==> config.mk <==
export PLATFORM = sky130hd
export DESIGN_NAME = sleep_governor
export DESIGN_NICKNAME = d
export VERILOG_FILES = /design/src/rtl/sgov_pkg.sv /design/src/rtl/sgov_idle_counter.sv /design/src/rtl/sgov_wake_timer.sv /design/src/rtl/sgov_level_fsm.sv /design/src/rtl/sleep_governor.sv
export SDC_FILE = /design/constraint.sdc
export NUM_CORES = 1
export LEC_CHECK = 0
export BUFFER_PORTS_ARGS = -buffer_cell sky130_fd_sc_hd__buf_2
export CORE_MARGIN = 2
export CORE_UTILIZATION = 45
export DETAILED_ROUTE_END_ITERATION = 8
export PLACE_DENSITY = 0.71
export SYNTH_ARGS = -nofsm -noshare
export SYNTH_HDL_FRONTEND = slang
export SYNTH_SLANG_ARGS = --single-unit
==> constraint.sdc <==
create_clock -name clk -period 9.5 [get_ports clk]
set_clock_uncertainty 0.15 [all_clocks]
set_input_delay 1.425 -clock clk [delete_from_list [all_inputs] [get_ports clk]]
set_output_delay 1.425 -clock clk [all_outputs]
set_load 0.005 [all_outputs]
==> src/rtl/sgov_pkg.sv <==
// Shared types for the sleep governor.
// Assumes the state codes are decoded directly by the power-switch control.
package sgov_pkg;
    localparam int NUM_LVL = 3;

    typedef enum logic [1:0] {
        PS_ACTIVE = 2'b00,
        PS_SLEEP  = 2'b01,
        PS_DREAM  = 2'b10,
        PS_SNORE  = 2'b11
    } pwr_state_t;
endpackage

==> src/rtl/sgov_idle_counter.sv <==
// Saturating count of consecutive idle cycles.
// Assumes clear has priority over advance.
module sgov_idle_counter #(
    parameter int CNT_W = 16
) (
    input  logic             clk,
    input  logic             rst_n,
    input  logic             clear,
    input  logic             advance,
    output logic [CNT_W-1:0] count
);
    localparam logic [CNT_W-1:0] CNT_MAX = '1;

    // Count idle cycles; hold at the maximum.
    always_ff @(posedge clk) begin
        if (!rst_n || clear) begin
            count <= '0;
        end else if (advance && count != CNT_MAX) begin
            count <= count + 1'b1;
        end
    end

    AST_IDLE_CLEARED: assert property (@(posedge clk) disable iff (!rst_n)
        clear |=> count == '0);
endmodule

==> src/rtl/sgov_wake_timer.sv <==
// Wake countdown: done is high when no wake sequence is running.
// Assumes a zero load value is meant as a one-cycle wait.
module sgov_wake_timer #(
    parameter int LAT_W = 8
) (
    input  logic             clk,
    input  logic             rst_n,
    input  logic             load,
    input  logic [LAT_W-1:0] load_val,
    output logic             done
);
    localparam logic [LAT_W-1:0] LAT_ONE = LAT_W'(1);

    logic [LAT_W-1:0] remain;
    logic             past_ok;

    // Load the latency of the level being left, then count down to zero.
    always_ff @(posedge clk) begin
        if (!rst_n) begin
            remain <= '0;
        end else if (load) begin
            remain <= (load_val == '0) ? LAT_ONE : load_val;
        end else if (remain != '0) begin
            remain <= remain - 1'b1;
        end
    end

    // Mark cycles whose history lies fully after reset.
    always_ff @(posedge clk) begin
        past_ok <= rst_n;
    end

    assign done = (remain == '0);

    AST_LOAD_STARTS_WAIT: assert property (@(posedge clk) disable iff (!rst_n)
        load |=> !done);
    AST_COUNTDOWN_STEP: assert property (@(posedge clk) disable iff (!rst_n)
        past_ok && !load && remain != '0 |=> remain == $past(remain) - 1'b1);
endmodule

==> src/rtl/sgov_level_fsm.sv <==
// Power level selection: steps one level deeper when the next idle count
// reaches the threshold of that level and returns to active on an event.
// Assumes thresholds ascend and that run_i is low during a wake sequence.
module sgov_level_fsm
    import sgov_pkg::*;
#(
    parameter int CNT_W = 16,
    parameter int LAT_W = 8
) (
    input  logic                     clk,
    input  logic                     rst_n,
    input  logic                     run_i,
    input  logic                     event_i,
    input  logic [CNT_W-1:0]         idle_cnt,
    input  logic [NUM_LVL*CNT_W-1:0] thr_pk,
    input  logic [NUM_LVL*LAT_W-1:0] lat_pk,
    output pwr_state_t               state_q,
    output logic                     wake_load,
    output logic [LAT_W-1:0]         wake_val,
    output logic                     lost_q
);
    logic [CNT_W-1:0]   thr_a [NUM_LVL];
    logic [LAT_W-1:0]   lat_a [NUM_LVL];
    logic [NUM_LVL-1:0] hit;
    logic [CNT_W:0]     idle_next;
    pwr_state_t         state_d;
    logic               lost_d;
    logic               past_ok;

    assign idle_next = {1'b0, idle_cnt} + 1'b1;

    // Unpack per-level settings and compare each threshold.
    for (genvar g = 0; g < NUM_LVL; g++) begin : g_lvl
        assign thr_a[g] = thr_pk[g*CNT_W +: CNT_W];
        assign lat_a[g] = lat_pk[g*LAT_W +: LAT_W];
        assign hit[g]   = idle_next >= {1'b0, thr_a[g]};
    end

    // Pick the wake latency of the current low-power level.
    always_comb begin
        case (state_q)
            PS_SLEEP: wake_val = lat_a[0];
            PS_DREAM: wake_val = lat_a[1];
            PS_SNORE: wake_val = lat_a[2];
            default:  wake_val = '0;
        endcase
    end

    // Next-state decision: wake exit first, otherwise one-level descent.
    always_comb begin
        state_d   = state_q;
        wake_load = 1'b0;
        lost_d    = 1'b0;
        if (run_i) begin
            if (event_i) begin
                if (state_q != PS_ACTIVE) begin
                    state_d   = PS_ACTIVE;
                    wake_load = 1'b1;
                    lost_d    = (state_q == PS_SNORE);
                end
            end else begin
                case (state_q)
                    PS_ACTIVE: if (hit[0]) state_d = PS_SLEEP;
                    PS_SLEEP:  if (hit[1]) state_d = PS_DREAM;
                    PS_DREAM:  if (hit[2]) state_d = PS_SNORE;
                    default:   state_d = state_q;
                endcase
            end
        end
    end

    // Register the level and the loss pulse.
    always_ff @(posedge clk) begin
        if (!rst_n) begin
            state_q <= PS_ACTIVE;
            lost_q  <= 1'b0;
        end else begin
            state_q <= state_d;
            lost_q  <= lost_d;
        end
    end

    // Mark cycles whose history lies fully after reset.
    always_ff @(posedge clk) begin
        past_ok <= rst_n;
    end

    AST_STEP_ONE_LEVEL: assert property (@(posedge clk) disable iff (!rst_n)
        past_ok && state_q != PS_ACTIVE && state_q != $past(state_q)
        |-> state_q == pwr_state_t'($past(state_q) + 2'd1));
    AST_WAKE_EXIT: assert property (@(posedge clk) disable iff (!rst_n)
        run_i && event_i && state_q != PS_ACTIVE |=> state_q == PS_ACTIVE);
    AST_LOST_FROM_SNORE: assert property (@(posedge clk) disable iff (!rst_n)
        past_ok && lost_q |-> $past(state_q) == PS_SNORE);
    AST_LOST_ONE_CYCLE: assert property (@(posedge clk) disable iff (!rst_n)
        lost_q |=> !lost_q);
    AST_RESET_ACTIVE: assert property (@(posedge clk)
        !rst_n |=> state_q == PS_ACTIVE && !lost_q);
endmodule

==> src/rtl/sleep_governor.sv <==
// Time-based sleep governor: counts idle cycles, descends through three
// low-leakage levels and runs a per-level wake countdown on any event.
// Assumes activity and wake_req are synchronous to clk.
module sleep_governor
    import sgov_pkg::*;
#(
    parameter int CNT_W = 16,
    parameter int LAT_W = 8
) (
    input  logic             clk,
    input  logic             rst_n,
    input  logic             activity,
    input  logic             wake_req,
    input  logic [CNT_W-1:0] thr_l1,
    input  logic [CNT_W-1:0] thr_l2,
    input  logic [CNT_W-1:0] thr_l3,
    input  logic [LAT_W-1:0] wake_lat_l1,
    input  logic [LAT_W-1:0] wake_lat_l2,
    input  logic [LAT_W-1:0] wake_lat_l3,
    output logic [1:0]       pwr_sel,
    output logic             retain,
    output logic             ready,
    output logic             state_lost
);
    logic             evt;
    logic [CNT_W-1:0] idle_cnt;
    logic             wake_load;
    logic [LAT_W-1:0] wake_val;
    pwr_state_t       state;

    assign evt = activity | wake_req;

    sgov_idle_counter #(.CNT_W(CNT_W)) u_idle (
        .clk     (clk),
        .rst_n   (rst_n),
        .clear   (evt | ~ready),
        .advance (ready & ~evt),
        .count   (idle_cnt)
    );

    sgov_level_fsm #(.CNT_W(CNT_W), .LAT_W(LAT_W)) u_fsm (
        .clk       (clk),
        .rst_n     (rst_n),
        .run_i     (ready),
        .event_i   (evt),
        .idle_cnt  (idle_cnt),
        .thr_pk    ({thr_l3, thr_l2, thr_l1}),
        .lat_pk    ({wake_lat_l3, wake_lat_l2, wake_lat_l1}),
        .state_q   (state),
        .wake_load (wake_load),
        .wake_val  (wake_val),
        .lost_q    (state_lost)
    );

    sgov_wake_timer #(.LAT_W(LAT_W)) u_wake (
        .clk      (clk),
        .rst_n    (rst_n),
        .load     (wake_load),
        .load_val (wake_val),
        .done     (ready)
    );

    assign pwr_sel = state;
    assign retain  = (state != PS_SNORE);

    AST_ACTIVE_WHILE_WAKING: assert property (@(posedge clk) disable iff (!rst_n)
        !ready |-> pwr_sel == 2'b00);
    AST_EVENT_DROPS_READY: assert property (@(posedge clk) disable iff (!rst_n)
        ready && evt && pwr_sel != 2'b00 |=> !ready && pwr_sel == 2'b00);
endmodule

==> impl_metrics.ini <==
[critical_path]
cp_top_family = buffers and inverters
worstPathArrival_ns = 2.37
cp.buffers_inverters = 3
crit_path_max_incr_delay_ns = 0.50
cp_common_cell = inv_1
endpoint_kind = output pin
path_class = reg -> out
path_cells = inv_1, ha_1, nor3b_1, nand2_1, inv_1, buf_2
worstPathMaxFanout = 15
crit_slowest_cell = inv_1
start_kind = register
critPathRequiredTime_ns = 7.93

[placed_design]
dp_cells = 498
place_congestion = 0.834
io_buffers = 80
place_hpwl_mm = 5.70

[timing]
rsz0062_at_grt = false
min_period_over_period_pct = 41.6
period_minus_slack_ns = 3.95
fin_setup_tns_ns = 0
finalSetupViolCount = 0
fmax_ghz = 0.253
relSlewSlack_pct = 53.0
worst_slew_pin_slew_ns = 0.700
slew_viol_final = 0
hold_violations = 0

[synthesis]
synth_edf_count = 0
yosysTopAreaCellShare_pct = 24.7
synthSimpleGateAreaFrac_pct = 20.2
synth_xor_area_share_pct = 5.25
synthTopCellsByArea = ha_1, dfxtp_1, inv_1, o2111a_1, a21oi_1
yosysWarnings = 0
synth-seq-cells = 27
syn_area_um2 = 2840
ys.flop_type = dfxtp_1
synth_mux_area_share_pct = 0.706
yosysUniqueCellTypes = 47
syn_nets = 486
synthAdderAreaFrac_pct = 24.7
synth_top_family_by_area = adder cells
synthArstFlopShare_pct = 0
synth_common_cells = ha_1, inv_1, dfxtp_1
synth.avg_cell_area_um2 = 8.01
synth_top_area_cell = ha_1
ys_seq_area_share_pct = 19.1
synthCells = 354
synth-compound-area-share_pct = 20.4

[drt]
drc = 0
first_pass_iters = 4
post_drt_wl_per_cell_um = 13.8
ant_nets = 0
vias_per_cell = 5.52
route.vias.total = 2770
wl_mm = 6.93
drt_iter0_markers = 134

[grt]
grt_pass1_vias = 2665
use_met1_pct = 28.0
grt_max_degree = 28
use_met3_pct = 1.79
grt_antenna_before_repair = 0
gr-usage-met2_pct = 34.9
gr-total-overflow = 0
grt_pass1_wl_mm = 12.1
grtUsageTotal_pct = 20.5
grt_most_used_layer = met2

[clocking]
clkTransAtPathRegs_ns = 0.09
cts_max_level = 1
cts_resized = 0
clock_path_buffers = 2
cts_buffers = 3
numClockSinks = 27
cts_setup_buffers = 0
cts_hold_buf = 0
insertion_delay_ns = 0.26
cts_tree = built
cts_root_buf = clkbuf_8

[cells_and_area]
area_growth_pct = 16.9
layout.nets = 560
drive_gt1_share_pct = 22.0
fillers = 593
instances_no_fill = 502
diodes = 0

[flow_run]
maxCapViolCount = 0

[power]
power_w = 0.000417
p_per_area_nw_per_um2 = 126
leakage_nw = 1.78
vdd_drop_max_uv = 82.7

[hold_path]
hp-class = reg -> reg

[floorplan]
dieArea_um2 = 6950
rows = 28
start_util_pct = 47.3
die-width_um = 83.4
die_h_um = 83.4
ioPinCount = 81
coreArea_um2 = 5990

[status]
status = complete, no violations
-- cell usage in the layout (no fill, tap or decap), drive strengths merged, types with 13 or more instances in the layout --
cell type and count:
a21oi 24, buf 81, dfxtp 27, ha 56, inv 56, nand2 25, nand3 13, nor2 20
o2111a 13, o21ai 13
-- path summary, 6_finish.rpt --
check / startpoint / end / slack [ns] / cells after the start
min: u_wake.remain[6] / u_wake.remain[6] / 0.37 / 2
min reg2reg: u_wake.remain[6] / u_wake.remain[6] / 0.37 / 2
max reg2reg: u_idle.count[0] / u_fsm.state_q[0] / 5.87 / 11
max: u_wake.remain[1] / ready / 5.55 / 6
-- logic make-up (layout without fill, tap and decap cells) --
kind of cell,Yosys count,after routing
multiplexers,2,2
adder cells (fa/ha/maj),56,56
buffers and inverters,68,141
XOR/XNOR,17,17
AND/OR/NAND/NOR,105,105
flip-flops,27,27
AO/OA/AOI/OAI,79,79
-- metal layers --
layer,share of wire (%),vias to the layer above
li1,-,1424
met1,45,1251
met4,1.3,0
met2,48,87
met3,5.6,8
met5,0,-
-- stage by stage --
stage / setup WS (ns) / utilization [%] / hold WS (ns) / area (µm²)
global placement: 5.93 / 54.6 / 0.348 / 3270
floorplan: 6.24 / - / 0.304 / 2840
global route: 5.32 / 55.4 / 0.405 / 3320
CTS: 5.57 / 55.4 / 0.372 / 3320
detailed placement: 5.87 / 54.6 / 0.359 / 3270
finish: 5.55 / 55.4 / 0.366 / 3320
-- power breakdown --
part / total (W) / internal (W) / switching, W
Combinational: 0.000199 / 0.0000843 / 0.000115
Sequential: 0.000154 / 0.000134 / 0.0000199
Clock: 0.0000637 / 0.0000300 / 0.0000337
-- worst min-delay path: stages (launching register included) --
cell	delay, ns
dfxtp_1	0.35
nand2_1	0.06
a21boi_0	0.07
-- registers in the layout, summed over array words and instances, names as in the netlist --
name and flops:
u_fsm.lost_q 1, u_idle.count 16, u_fsm.state_q 2, u_wake.remain 8
-- final cells by class --
| type | instances | area, µm² | share of cell area, % |
|---|---|---|---|
| multi-input cells | 259 | 2020 | 60.9 |
| inverters | 56 | 210 | 6.34 |
| clock buffers | 4 | 45.0 | 1.36 |
| repair buffers | 81 | 408 | 12.3 |
| well taps | 75 | 93.8 | 2.83 |
| flip-flops and latches | 27 | 541 | 16.3 |
Note: power is estimated with default switching activity, not from simulation.
